[src/rtl/lus_pkg.sv]
package lus_pkg;
  // Strobes passed from the hazard control to the pipeline datapath.
  typedef struct packed {
    logic pcEn;    // program counter may advance
    logic fdEn;    // fetch/decode latch may load
    logic bubble;  // decode/execute latch takes an empty slot
  } lus_strobe_t;

  localparam int SRC_CNT = 2;
endpackage

[src/rtl/hazardCtrl.sv]
module hazardCtrl
  import lus_pkg::*;
#(
  parameter int REG_W = 5
) (
  input  logic [SRC_CNT-1:0][REG_W-1:0] decSrc,
  input  logic [REG_W-1:0]              exDst,
  input  logic                          exRegWr,
  input  logic                          exLoad,
  output lus_strobe_t                   strobes
);
  logic [SRC_CNT-1:0] srcMatch;
  logic               loadWriter;
  logic               useHit;

  genvar gi;
  generate
    for (gi = 0; gi < SRC_CNT; gi++) begin : g_cmp
      assign srcMatch[gi] = (decSrc[gi] == exDst);
    end
  endgenerate

  always_comb begin
    loadWriter     = exRegWr && exLoad && (exDst != '0);
    useHit         = loadWriter && (|srcMatch);
    strobes.bubble = useHit;
    strobes.pcEn   = !useHit;
    strobes.fdEn   = !useHit;
  end
endmodule

[src/rtl/pipeDatapath.sv]
module pipeDatapath
  import lus_pkg::*;
#(
  parameter int REG_W = 5,
  parameter int TAG_W = 8,
  parameter int PC_W  = 8
) (
  input  logic                          clk,
  input  logic                          rstN,
  input  lus_strobe_t                   strobes,
  input  logic [TAG_W-1:0]              fetchTag,
  input  logic [REG_W-1:0]              fetchDst,
  input  logic [REG_W-1:0]              fetchSrc1,
  input  logic [REG_W-1:0]              fetchSrc2,
  input  logic                          fetchRegWr,
  input  logic                          fetchMemWr,
  input  logic                          fetchLoad,
  output logic [PC_W-1:0]               pc,
  output logic [SRC_CNT-1:0][REG_W-1:0] decSrc,
  output logic [TAG_W-1:0]              decTag,
  output logic [TAG_W-1:0]              exTag,
  output logic [REG_W-1:0]              exDst,
  output logic                          exRegWr,
  output logic                          exMemWr,
  output logic                          exLoad,
  output logic [TAG_W-1:0]              memTag,
  output logic                          memRegWr
);
  localparam logic [PC_W-1:0] PC_STEP = PC_W'(1);

  // fetch/decode latch
  logic [TAG_W-1:0] fdTag;
  logic [REG_W-1:0] fdDst, fdSrc1, fdSrc2;
  logic             fdRegWr, fdMemWr, fdLoad;
  // decode/execute latch
  logic [TAG_W-1:0] deTag;
  logic [REG_W-1:0] deDst;
  logic             deRegWr, deMemWr, deLoad;
  // execute/memory latch
  logic [TAG_W-1:0] emTag;
  logic             emRegWr;

  always_ff @(posedge clk) begin
    if (!rstN) begin
      pc <= '0;
    end else if (strobes.pcEn) begin
      pc <= pc + PC_STEP;
    end
  end

  always_ff @(posedge clk) begin
    if (!rstN) begin
      fdTag   <= '0;
      fdDst   <= '0;
      fdSrc1  <= '0;
      fdSrc2  <= '0;
      fdRegWr <= 1'b0;
      fdMemWr <= 1'b0;
      fdLoad  <= 1'b0;
    end else if (strobes.fdEn) begin
      fdTag   <= fetchTag;
      fdDst   <= fetchDst;
      fdSrc1  <= fetchSrc1;
      fdSrc2  <= fetchSrc2;
      fdRegWr <= fetchRegWr;
      fdMemWr <= fetchMemWr;
      fdLoad  <= fetchLoad;
    end
  end

  always_ff @(posedge clk) begin
    if (!rstN || strobes.bubble) begin
      deTag   <= '0;
      deDst   <= '0;
      deRegWr <= 1'b0;
      deMemWr <= 1'b0;
      deLoad  <= 1'b0;
    end else begin
      deTag   <= fdTag;
      deDst   <= fdDst;
      deRegWr <= fdRegWr;
      deMemWr <= fdMemWr;
      deLoad  <= fdLoad;
    end
  end

  always_ff @(posedge clk) begin
    if (!rstN) begin
      emTag   <= '0;
      emRegWr <= 1'b0;
    end else begin
      emTag   <= deTag;
      emRegWr <= deRegWr;
    end
  end

  assign decSrc[0] = fdSrc1;
  assign decSrc[1] = fdSrc2;
  assign decTag    = fdTag;
  assign exTag     = deTag;
  assign exDst     = deDst;
  assign exRegWr   = deRegWr;
  assign exMemWr   = deMemWr;
  assign exLoad    = deLoad;
  assign memTag    = emTag;
  assign memRegWr  = emRegWr;
endmodule

[src/rtl/loadUseStall.sv]
module loadUseStall
  import lus_pkg::*;
#(
  parameter int REG_W = 5,
  parameter int TAG_W = 8,
  parameter int PC_W  = 8
) (
  input  logic             clk,
  input  logic             rstN,
  input  logic [TAG_W-1:0] fetchTag,
  input  logic [REG_W-1:0] fetchDst,
  input  logic [REG_W-1:0] fetchSrc1,
  input  logic [REG_W-1:0] fetchSrc2,
  input  logic             fetchRegWr,
  input  logic             fetchMemWr,
  input  logic             fetchLoad,
  output logic [PC_W-1:0]  pc,
  output logic             pcEn,
  output logic             fdEn,
  output logic             bubble,
  output logic [TAG_W-1:0] decTag,
  output logic [TAG_W-1:0] exTag,
  output logic [REG_W-1:0] exDst,
  output logic             exRegWr,
  output logic             exMemWr,
  output logic             exLoad,
  output logic [TAG_W-1:0] memTag,
  output logic             memRegWr
);
  lus_strobe_t                   strobes;
  logic [SRC_CNT-1:0][REG_W-1:0] decSrc;

  hazardCtrl #(.REG_W(REG_W)) u_ctrl (
    .decSrc  (decSrc),
    .exDst   (exDst),
    .exRegWr (exRegWr),
    .exLoad  (exLoad),
    .strobes (strobes)
  );

  pipeDatapath #(.REG_W(REG_W), .TAG_W(TAG_W), .PC_W(PC_W)) u_dp (
    .clk        (clk),
    .rstN       (rstN),
    .strobes    (strobes),
    .fetchTag   (fetchTag),
    .fetchDst   (fetchDst),
    .fetchSrc1  (fetchSrc1),
    .fetchSrc2  (fetchSrc2),
    .fetchRegWr (fetchRegWr),
    .fetchMemWr (fetchMemWr),
    .fetchLoad  (fetchLoad),
    .pc         (pc),
    .decSrc     (decSrc),
    .decTag     (decTag),
    .exTag      (exTag),
    .exDst      (exDst),
    .exRegWr    (exRegWr),
    .exMemWr    (exMemWr),
    .exLoad     (exLoad),
    .memTag     (memTag),
    .memRegWr   (memRegWr)
  );

  assign pcEn   = strobes.pcEn;
  assign fdEn   = strobes.fdEn;
  assign bubble = strobes.bubble;
endmodule

[config.mk]
export PLATFORM = sky130hd
export DESIGN_NAME = loadUseStall
export DESIGN_NICKNAME = d
export VERILOG_FILES = /design/src/rtl/lus_pkg.sv /design/src/rtl/hazardCtrl.sv /design/src/rtl/pipeDatapath.sv /design/src/rtl/loadUseStall.sv
export SDC_FILE = /design/constraint.sdc
export NUM_CORES = 1
export LEC_CHECK = 0
export ABC_AREA = 1
export CAP_MARGIN = 10
export CORE_MARGIN = 10
export CORE_UTILIZATION = 43
export DETAILED_ROUTE_END_ITERATION = 6
export DONT_BUFFER_PORTS = 1
export PLACE_DENSITY = 0.6
export SLEW_MARGIN = 5
export SYNTH_ARGS = -nofsm -noshare
export SYNTH_HDL_FRONTEND = slang
export SYNTH_SLANG_ARGS = --single-unit
[constraint.sdc]
create_clock -name clk -period 1.4 [get_ports clk]
set_input_delay 0.21 -clock clk [delete_from_list [all_inputs] [get_ports clk]]
set_output_delay 0.21 -clock clk [all_outputs]
set_load 0.005 [all_outputs]
[Yosys cells after proc, flatten, opt, wreduce, memory -nomap -nowiden]
Cells that the tools add are included.
Storage, ports and cells
  register bits after elaboration: 59
  bits of input ports: 28
  output and inout port bits: 44
  word-level logic and storage cells: 26
Cells by class
  add/subtract/negate cells: 1
  eq/ne operators: 2
  reductions and logical operators: 8
Operators with widths (number)
  equality test 5 bit: 2
  adder 8 x 1 -> 8 bit, second input constant: 1
  nonzero test 5 bit: 1
  logical AND 1 bit: 3
  logical NOT 1 bit: 2
  OR reduction 2 bit: 1
  logical OR 1 bit: 1

[Logic depth before layout (Yosys ltp)]
Gate-level depths: netlist of the first run.
  word-level depth: 4
  depth in mapped cells: 11
  mapped depth without buffers: 10

[Cells and area by module]
Synthesis of the first run repeated with hierarchy kept, for this count alone.
Second synthesis, totals
  cell total of the unflattened synthesis: 274
  area, all modules: 2214.6 µm²
By module, submodules not included
  pipeDatapath: times used 1, cells each 224, area each 1978.1 µm², sequential area each 1181.1 µm²
  hazardCtrl: times used 1, cells each 50, area each 236.5 µm², sequential area each 0.0 µm²

[Least setup slack after synthesis of the first run]
OpenSTA, ideal clock, no wires.
  path type: register -> output
  start: reg u_dp.deDst[4], in the netlist u_dp.exDst[4]
  end: out bubble
  data arrival time: 1.136 ns
  data required time: 1.190 ns
  path slack: 0.054 ns
  stages on the path, launching flop included: 10
  buffers on the path: 1
  cells stage by stage: dfxtp_1 inv_2 nand2_1 nand2_1 nor2_1 nand3_1 nand2_4 nand2_8 clkinv_4 buf_8
Between the ends
  word-level cells in the longest chain between the ends: 3
  elaborated cells between the ends (all ways): 6
  classes of those cells: eq/ne: 2; reduce/logical: 4
RTL lines
  from (decl): RTL line pipeDatapath.sv:37  | logic [REG_W-1:0] deDst;
  from (signal assigned): RTL line pipeDatapath.sv:80  | deDst <= fdDst;
  equality test 5 bit or nonzero test 5 bit (tied branches): RTL line hazardCtrl.sv:19, hazardCtrl.sv:24
  OR reduction 2 bit or logical AND 1 bit (tied branches): RTL line hazardCtrl.sv:25, hazardCtrl.sv:24
  logical AND 1 bit *: RTL line hazardCtrl.sv:25  | useHit = loadWriter && (|srcMatch);
  to (decl): RTL line loadUseStall.sv:20  | output logic bubble,
Every way passes the cells marked *; elsewhere a longest branch is shown, timed or not.

[Worst setup path after layout of the first run]
  start: reg u_dp.deDst[0], in the netlist u_dp.exDst[0]
  end: out bubble
Same word-level chain as after synthesis.

==> flow_metrics.tcl, run 1 <==
set metrics [dict create \
    status "finished with violations" \
    violations "setup timing" \
    path_clk_slew_ns 0.06 \
    tightest_slew_ns 0.8248 \
    rsz0062_at_grt "true" \
    cp_max_fo 6 \
    dp_cells 407 \
    drv_cap 0 \
    fin_nets 408 \
    postSynthAreaPerCell_um2 7.545 \
    die-area_um2 9168 \
    antenna_found_initial 0 \
    cts-root-buf "clkbuf_8" \
    period_share_pct 118.0 \
    ys_seq_area_share_pct 47.87 \
    fin_skew_ns 0.004696 \
    finalHoldViolations 0 \
    ios 72 \
    antennaDiodeCount 0 \
    cp-startpoint "u_dp.exDst[0]$_SDFF_PP0_" \
    synth_nets 356 \
    finalSetupViolCount 53 \
    place_area_um2 2656 \
    grtUsageTotal_pct 15.12 \
    r2r_slack_ns -0.24 \
    grt_pass1_wl_um 10870 \
    drive_above_1_share_pct 32.29 \
    drtAntennaViolNets 0 \
    synth_mux_area_share_pct 0 \
    drt_first_pass_iters 6 \
    wl_per_cell_um 14.82 \
    mostFrequentLayoutCell "nand2_1" \
    insertion_delay_ns 0.33 \
    fin_ws_ns -0.2524 \
    synth_cell_types 22 \
    r2r_end "u_dp.exDst[2]$_SDFF_PP0_" \
    synth_fa_ha_area_share_pct 0.5071 \
    tns_ns -8.126 \
    cts-buffers-inserted 9 \
    powerDensity_nw_per_um2 1140 \
    crit_required_ns 1.19 \
    route.detailed.drc 0 \
    worst_slew_margin_rel_pct 44.83 \
    dpl_worst_slack_ns -0.1092 \
    ys_seq_elements 59 \
    dieHeight_um 95.75 \
    rows 27 \
    min_from "fetchSrc1[4]" \
    final_cell_mix "nand2_1 (66), dfxtp_1 (52), nor2_2 (44)" \
    syn2layout_area_growth_pct 37.93 \
    reg2reg_from "u_dp.exDst[0]$_SDFF_PP0_" \
    num_vias 2120 \
    start_kind "flop" \
    portBuffers 0 \
    postLayoutCellArea_um2 3403 \
    grt_pass1_vias 2201 \
    slew_viol_final 0 \
    place.gp.congestion 0.8683 \
    grt_max_degree 24 \
    dp_hpwl_um 4282 \
    peakVddDrop_mv 0.6064 \
    syn_inst 327 \
    crit_end "bubble" \
    synth_compound_area_share_pct 0.8114 \
    arrival_ns 1.44 \
    power.leakage_nw 1.540 \
    fillers 490 \
    overflow 0 \
    synth_warnings 0 \
    fmax_ghz 0.6052 \
    finalPower_mw 3.881 \
    tritoncts "built" \
    synth_xor_area_share_pct 2.840 \
    worst-r2r-cell-count 12 \
    drt_iter0_drc 67 \
    synth_area_um2 2467 \
    path_class "reg2out" \
    clkSinkCount 59 \
    hp-class "in2reg" \
    fin_crit_ns 1.652 \
    start_util_pct 44.53 \
    synth_simple_gate_area_share_pct 36.76 \
    end_kind "output pin" \
    coreArea_um2 5540 \
    clockBufferDepth 2 \
    vias_per_cell 4.649 \
    synth_top_family_by_area "simple AND/OR/NAND/NOR gates" \
    h-tree-depth 3 \
    drt-total-wl_um 6759 \
    dieWidth_um 95.75 \
    final_cells 456 \
]
[Yosys cell counts, drive strengths merged]
| cell | instances | area (um^2) |
|---|---|---|
| nor2 | 84 | 395.4 |
| nand2 | 70 | 294.0 |
| dfxtp | 59 | 1181 |
| inv | 43 | 161.4 |
| nand3 | 35 | 175.2 |
| buf | 13 | 95.09 |
| a21oi | 4 | 20.02 |
| nand3b | 4 | 30.03 |
| xnor2 | 4 | 35.03 |
| xor2 | 4 | 35.03 |
| clkbuf | 3 | 11.26 |
| nand4 | 2 | 12.51 |
| clkinv | 1 | 8.760 |
| ha | 1 | 12.51 |
[routing by layer]
| metal | global-route usage (%) | part of all wire (%) |
|---|---|---|
| met4 | 4.423 | 1.1 |
| met1 | 16.94 | 40 |
| met2 | 25.28 | 50 |
| met5 | 0 | 0 |
| met3 | 6.926 | 9.3 |
[final cells by class]
type                            instances  area [um^2]  area share, %
Inverter                               44        177.7          5.221
Multi-Input combinational cell        209         1155          33.93
Clock buffer                           12        165.2          4.853
Tap cell                               72        90.09          2.647
Timing Repair Buffer                   56        568.0          16.69
Clock inverter                          4        47.55          1.397
Sequential cell                        59         1200          35.26
[timing repair]
action | 4_1_cts | 5_1_grt
hold buffers | 23 | 0
gates resized for setup | 46 | 18
gates cloned | 2 | 1
hold endpoints to repair | 33 | 0
setup endpoints to repair | 52 | 53
buffers inserted | 4 | 3
pin swaps | 6 | 6
[through the flow]
step           util (%)  hold WS, ns
2_1_floorplan         -       0.3204
3_3_place_gp      47.94       0.3116
3_5_place_dp      47.94       0.3144
4_1_cts           59.71    0.0002841
5_1_grt           61.43     0.002503
6_report          61.43      0.01470
[power by group]
group | internal, mW | switching, mW | total [mW]
Clock | 0.961 | 0.662 | 1.62
Combinational | 0.221 | 0.228 | 0.449
Sequential | 1.75 | 0.0566 | 1.81
[flip-flops by register name, summed over array words and instances, names as in the netlist]
signal,flops
u_dp.fdLoad,1
u_dp.fdDst,5
u_dp.exMemWr,1
u_dp.fdRegWr,1
u_dp.exTag,8
u_dp.memTag,8
u_dp.exRegWr,1
u_dp.exLoad,1
u_dp.fdSrc1,5
u_dp.memRegWr,1
u_dp.exDst,5
u_dp.fdSrc2,5
u_dp.pc,8
u_dp.fdMemWr,1
u_dp.decTag,8
[cell families (layout without fill, tap and decap cells)]
group                      after synthesis  count (layout)
AOI/OAI and AO/OA                        4               4
xor gates and xnor gates                 8               8
adders and majority gates                1               1
buffers and inverters                   60             116
DFF                                     59              59
and+or+nand+nor                        195             196
[how the worst min path moves through the flow]
stage | to | slack [ns] | depth (start not counted)
2_1_floorplan | u_dp.decTag[0]$_SDFFE_PN0N_ | 0.32 | 2
3_3_place_gp | u_dp.memTag[6]$_SDFF_PN0_ | 0.31 | 2
3_5_place_dp | u_dp.memTag[1]$_SDFF_PN0_ | 0.31 | 2
4_1_cts | u_dp.fdSrc1[4]$_SDFFE_PN0N_ | 0.0003 | 2
5_1_grt | u_dp.pc[1]$_SDFFE_PN0N_ | 0.003 | 2
6_report | u_dp.fdSrc1[4]$_SDFFE_PN0N_ | 0.01 | 2
[worst max-delay path: stages, from the launching register on]
cell and delay [ns]:
dfxtp_4 0.38, nand2_1 0.06, inv_1 0.05, nor2_1 0.04, nor2_1 0.13, nand3_2 0.11
nand2_4 0.11, nand2_8 0.07, clkinv_8 0.05, buf_12 0.11
(Power assumes the default switching activity.)
==> run 2, diff against run 1 <==
==> constraint.sdc (replaced) <==
create_clock -name clk -period 1.4 [get_ports clk]
set_input_delay 0.07 -clock clk [delete_from_list [all_inputs] [get_ports clk]]
set_output_delay 0.07 -clock clk [all_outputs]
set_load 0.005 [all_outputs]
==> flow_metrics.tcl, run 2 (synthesized netlist as in run 1, its figures left out) <==
set metrics [dict create \
    start_kind "flop" \
    grt_max_degree 43 \
    power.leakage_nw 1.530 \
    finalSetupViolCount 51 \
    p_seq_share_pct 47.3 \
    drv_cap 0 \
    rows 27 \
    mostFrequentLayoutCell "nand2_1" \
    tns_ns -2.007 \
    antennaDiodeCount 0 \
    p_clk_share_pct 40.7 \
    p_int_mw 2.841 \
    path_buf_inv 3 \
    portBuffers 0 \
    holdPathEnd "u_dp.memTag[5]$_SDFF_PN0_" \
    fin_ws_ns -0.1559 \
    slowest_delay_ns 0.38 \
    status "finished with violations" \
    place.gp.congestion 0.8156 \
    grtUsageTotal_pct 14.54 \
    arrival_ns 1.49 \
    dieWidth_um 95.75 \
    cts-root-buf "clkbuf_8" \
    fillers 498 \
    r2r_slack_ns -0.12 \
    grt_pass1_vias 2113 \
    violations "setup timing" \
    dp_hpwl_um 4167 \
    cts-buffers-inserted 9 \
    crit_required_ns 1.33 \
    slew_viol_final 0 \
    drt_first_pass_iters 4 \
    vias_per_cell 4.620 \
    r2r_end "u_dp.pc[6]$_SDFFE_PN0N_" \
    dpl_worst_slack_ns -0.1155 \
    drt-total-wl_um 6223 \
    hp-class "in2reg" \
    fmax_ghz 0.6427 \
    path_cells "inv_4, nand2_2, nand2_2, nor2_2, nand3_2, nand2_4, nand2_8, buf_6, buf_6" \
    die-area_um2 9168 \
    wl_per_cell_um 13.53 \
    finalHoldViolations 0 \
    drt_iter0_drc 66 \
    min_from "rstN" \
    syn2layout_area_growth_pct 37.32 \
    num_vias 2125 \
    tritoncts "built" \
    fin_skew_ns 0.005749 \
    clockBufferDepth 2 \
    dieHeight_um 95.75 \
    cp_max_fo 4 \
    whs_path_depth 3 \
    rsz0062_at_grt "true" \
    cp.depth 9 \
    coreArea_um2 5540 \
    reg2reg_from "u_dp.exDst[3]$_SDFF_PP0_" \
    start_util_pct 44.53 \
    cpLargestDelayFamily "simple AND/OR/NAND/NOR gates" \
    antenna_found_initial 0 \
    h-tree-depth 3 \
    worst_slew_margin_rel_pct 84.29 \
    finalPower_mw 3.817 \
    drtAntennaViolNets 0 \
    crit_slowest_cell "dfxtp_4" \
    ios 72 \
    combPwrFrac_pct 12.0 \
    overflow 0 \
    path_class "reg2out" \
    route.detailed.drc 0 \
    tightest_slew_ns 0.2357 \
    clkSinkCount 59 \
    drive_above_1_share_pct 31.19 \
    powerDensity_nw_per_um2 1127 \
    fin_nets 412 \
    final_cell_mix "nand2_1 (60), dfxtp_1 (51), nor2_2 (42)" \
    swShare_pct 25.56 \
    period_share_pct 111.1 \
    path_clk_slew_ns 0.07 \
    worst-r2r-cell-count 13 \
    end_kind "output pin" \
    grt_pass1_wl_um 10290 \
    p_sw_mw 0.9758 \
    insertion_delay_ns 0.33 \
    fin_crit_ns 1.556 \
    peakVddDrop_mv 0.7848 \
]
run 2: cell types whose count changed in the layout (fill, tap and decap cells not counted), moves of 2 or more:
cell           before  now
clkinvlp_4          1    4
nor2_2             44   42
nand2_1            66   60
inv_4               0    2
dlygate4sd3_1      23   26
nor2_4             10    1
nor2_1             30   41
buf_12              2    5
buf_8               4    1
nand2_2             1    7
clkbuf_8           12   10
run 2: repair_timing:
item / 4_1_cts / 5_1_grt
hold endpoints to repair: 59 / 0
pin swaps: 5 / 6
gates cloned: 2 / 0
setup endpoints to repair: 53 / 53
gates resized for setup: 17 / 27
hold buffers: 27 / 0
buffers inserted: 4 / 2
run 2: power groups by stage:
stage	combinational (mW)	clock, mW	sequential [mW]
after CTS	0.446	1.61	1.81
after global routing	0.512	1.69	1.82
after floorplan	0.249	0	1.83
after global placement	0.334	0	1.85
after detailed placement	0.339	0	1.85
final	0.458	1.55	1.81
run 2: how the worst max path moves through the flow:
stage                                   from                     endpoint  slack, ns
floorplan           u_dp.exDst[4]$_SDFF_PP0_    u_dp.fdRegWr$_SDFFE_PN0N_       0.07
global placement    u_dp.exDst[0]$_SDFF_PP0_     u_dp.exDst[1]$_SDFF_PP0_      -0.08
detailed placement  u_dp.exDst[0]$_SDFF_PP0_  u_dp.fdSrc2[0]$_SDFFE_PN0N_      -0.12
CTS                 u_dp.exDst[1]$_SDFF_PP0_                         pcEn      -0.21
global route        u_dp.exDst[4]$_SDFF_PP0_                         pcEn      -0.28
finish              u_dp.exDst[3]$_SDFF_PP0_                         pcEn      -0.16
run 2: cell type report:
class	count	area [um^2]	share of cell area, %
inverter	44	175.2	5.170
timing repair buffer	60	625.6	18.46
clock inverter	6	65.06	1.920
tap	72	90.09	2.659
sequential	59	1201	35.45
multi-input combinational	209	1094	32.27
clock buffer	10	137.6	4.062
run 2: per-layer routing:
metal,up-vias,part of all wire (%),GRT usage (%)
li1,1094,-,-
met1,965,38,14.44
met2,61,50,24.55
met3,5,11,9.105
met4,0,0.95,4.791
met5,-,0,0
run 2: tightest hold or removal path, cell delays in order:
cell,delay [ns]
buf_12,0.16
nand2_1,0.08
inv_1,0.03
run 2: metrics by stage:
step | area [um^2] | utilization, % | instances | hold slack, ns
3_3_place_gp | 2696 | 48.67 | 409 | 0.1698
4_1_cts | 3304 | 59.64 | 458 | 0.03803
3_5_place_dp | 2696 | 48.67 | 409 | 0.1747
2_1_floorplan | 2467 | - | 327 | 0.1804
6_report | 3388 | 61.16 | 460 | 0.04774
5_1_grt | 3388 | 61.16 | 460 | 0.03180
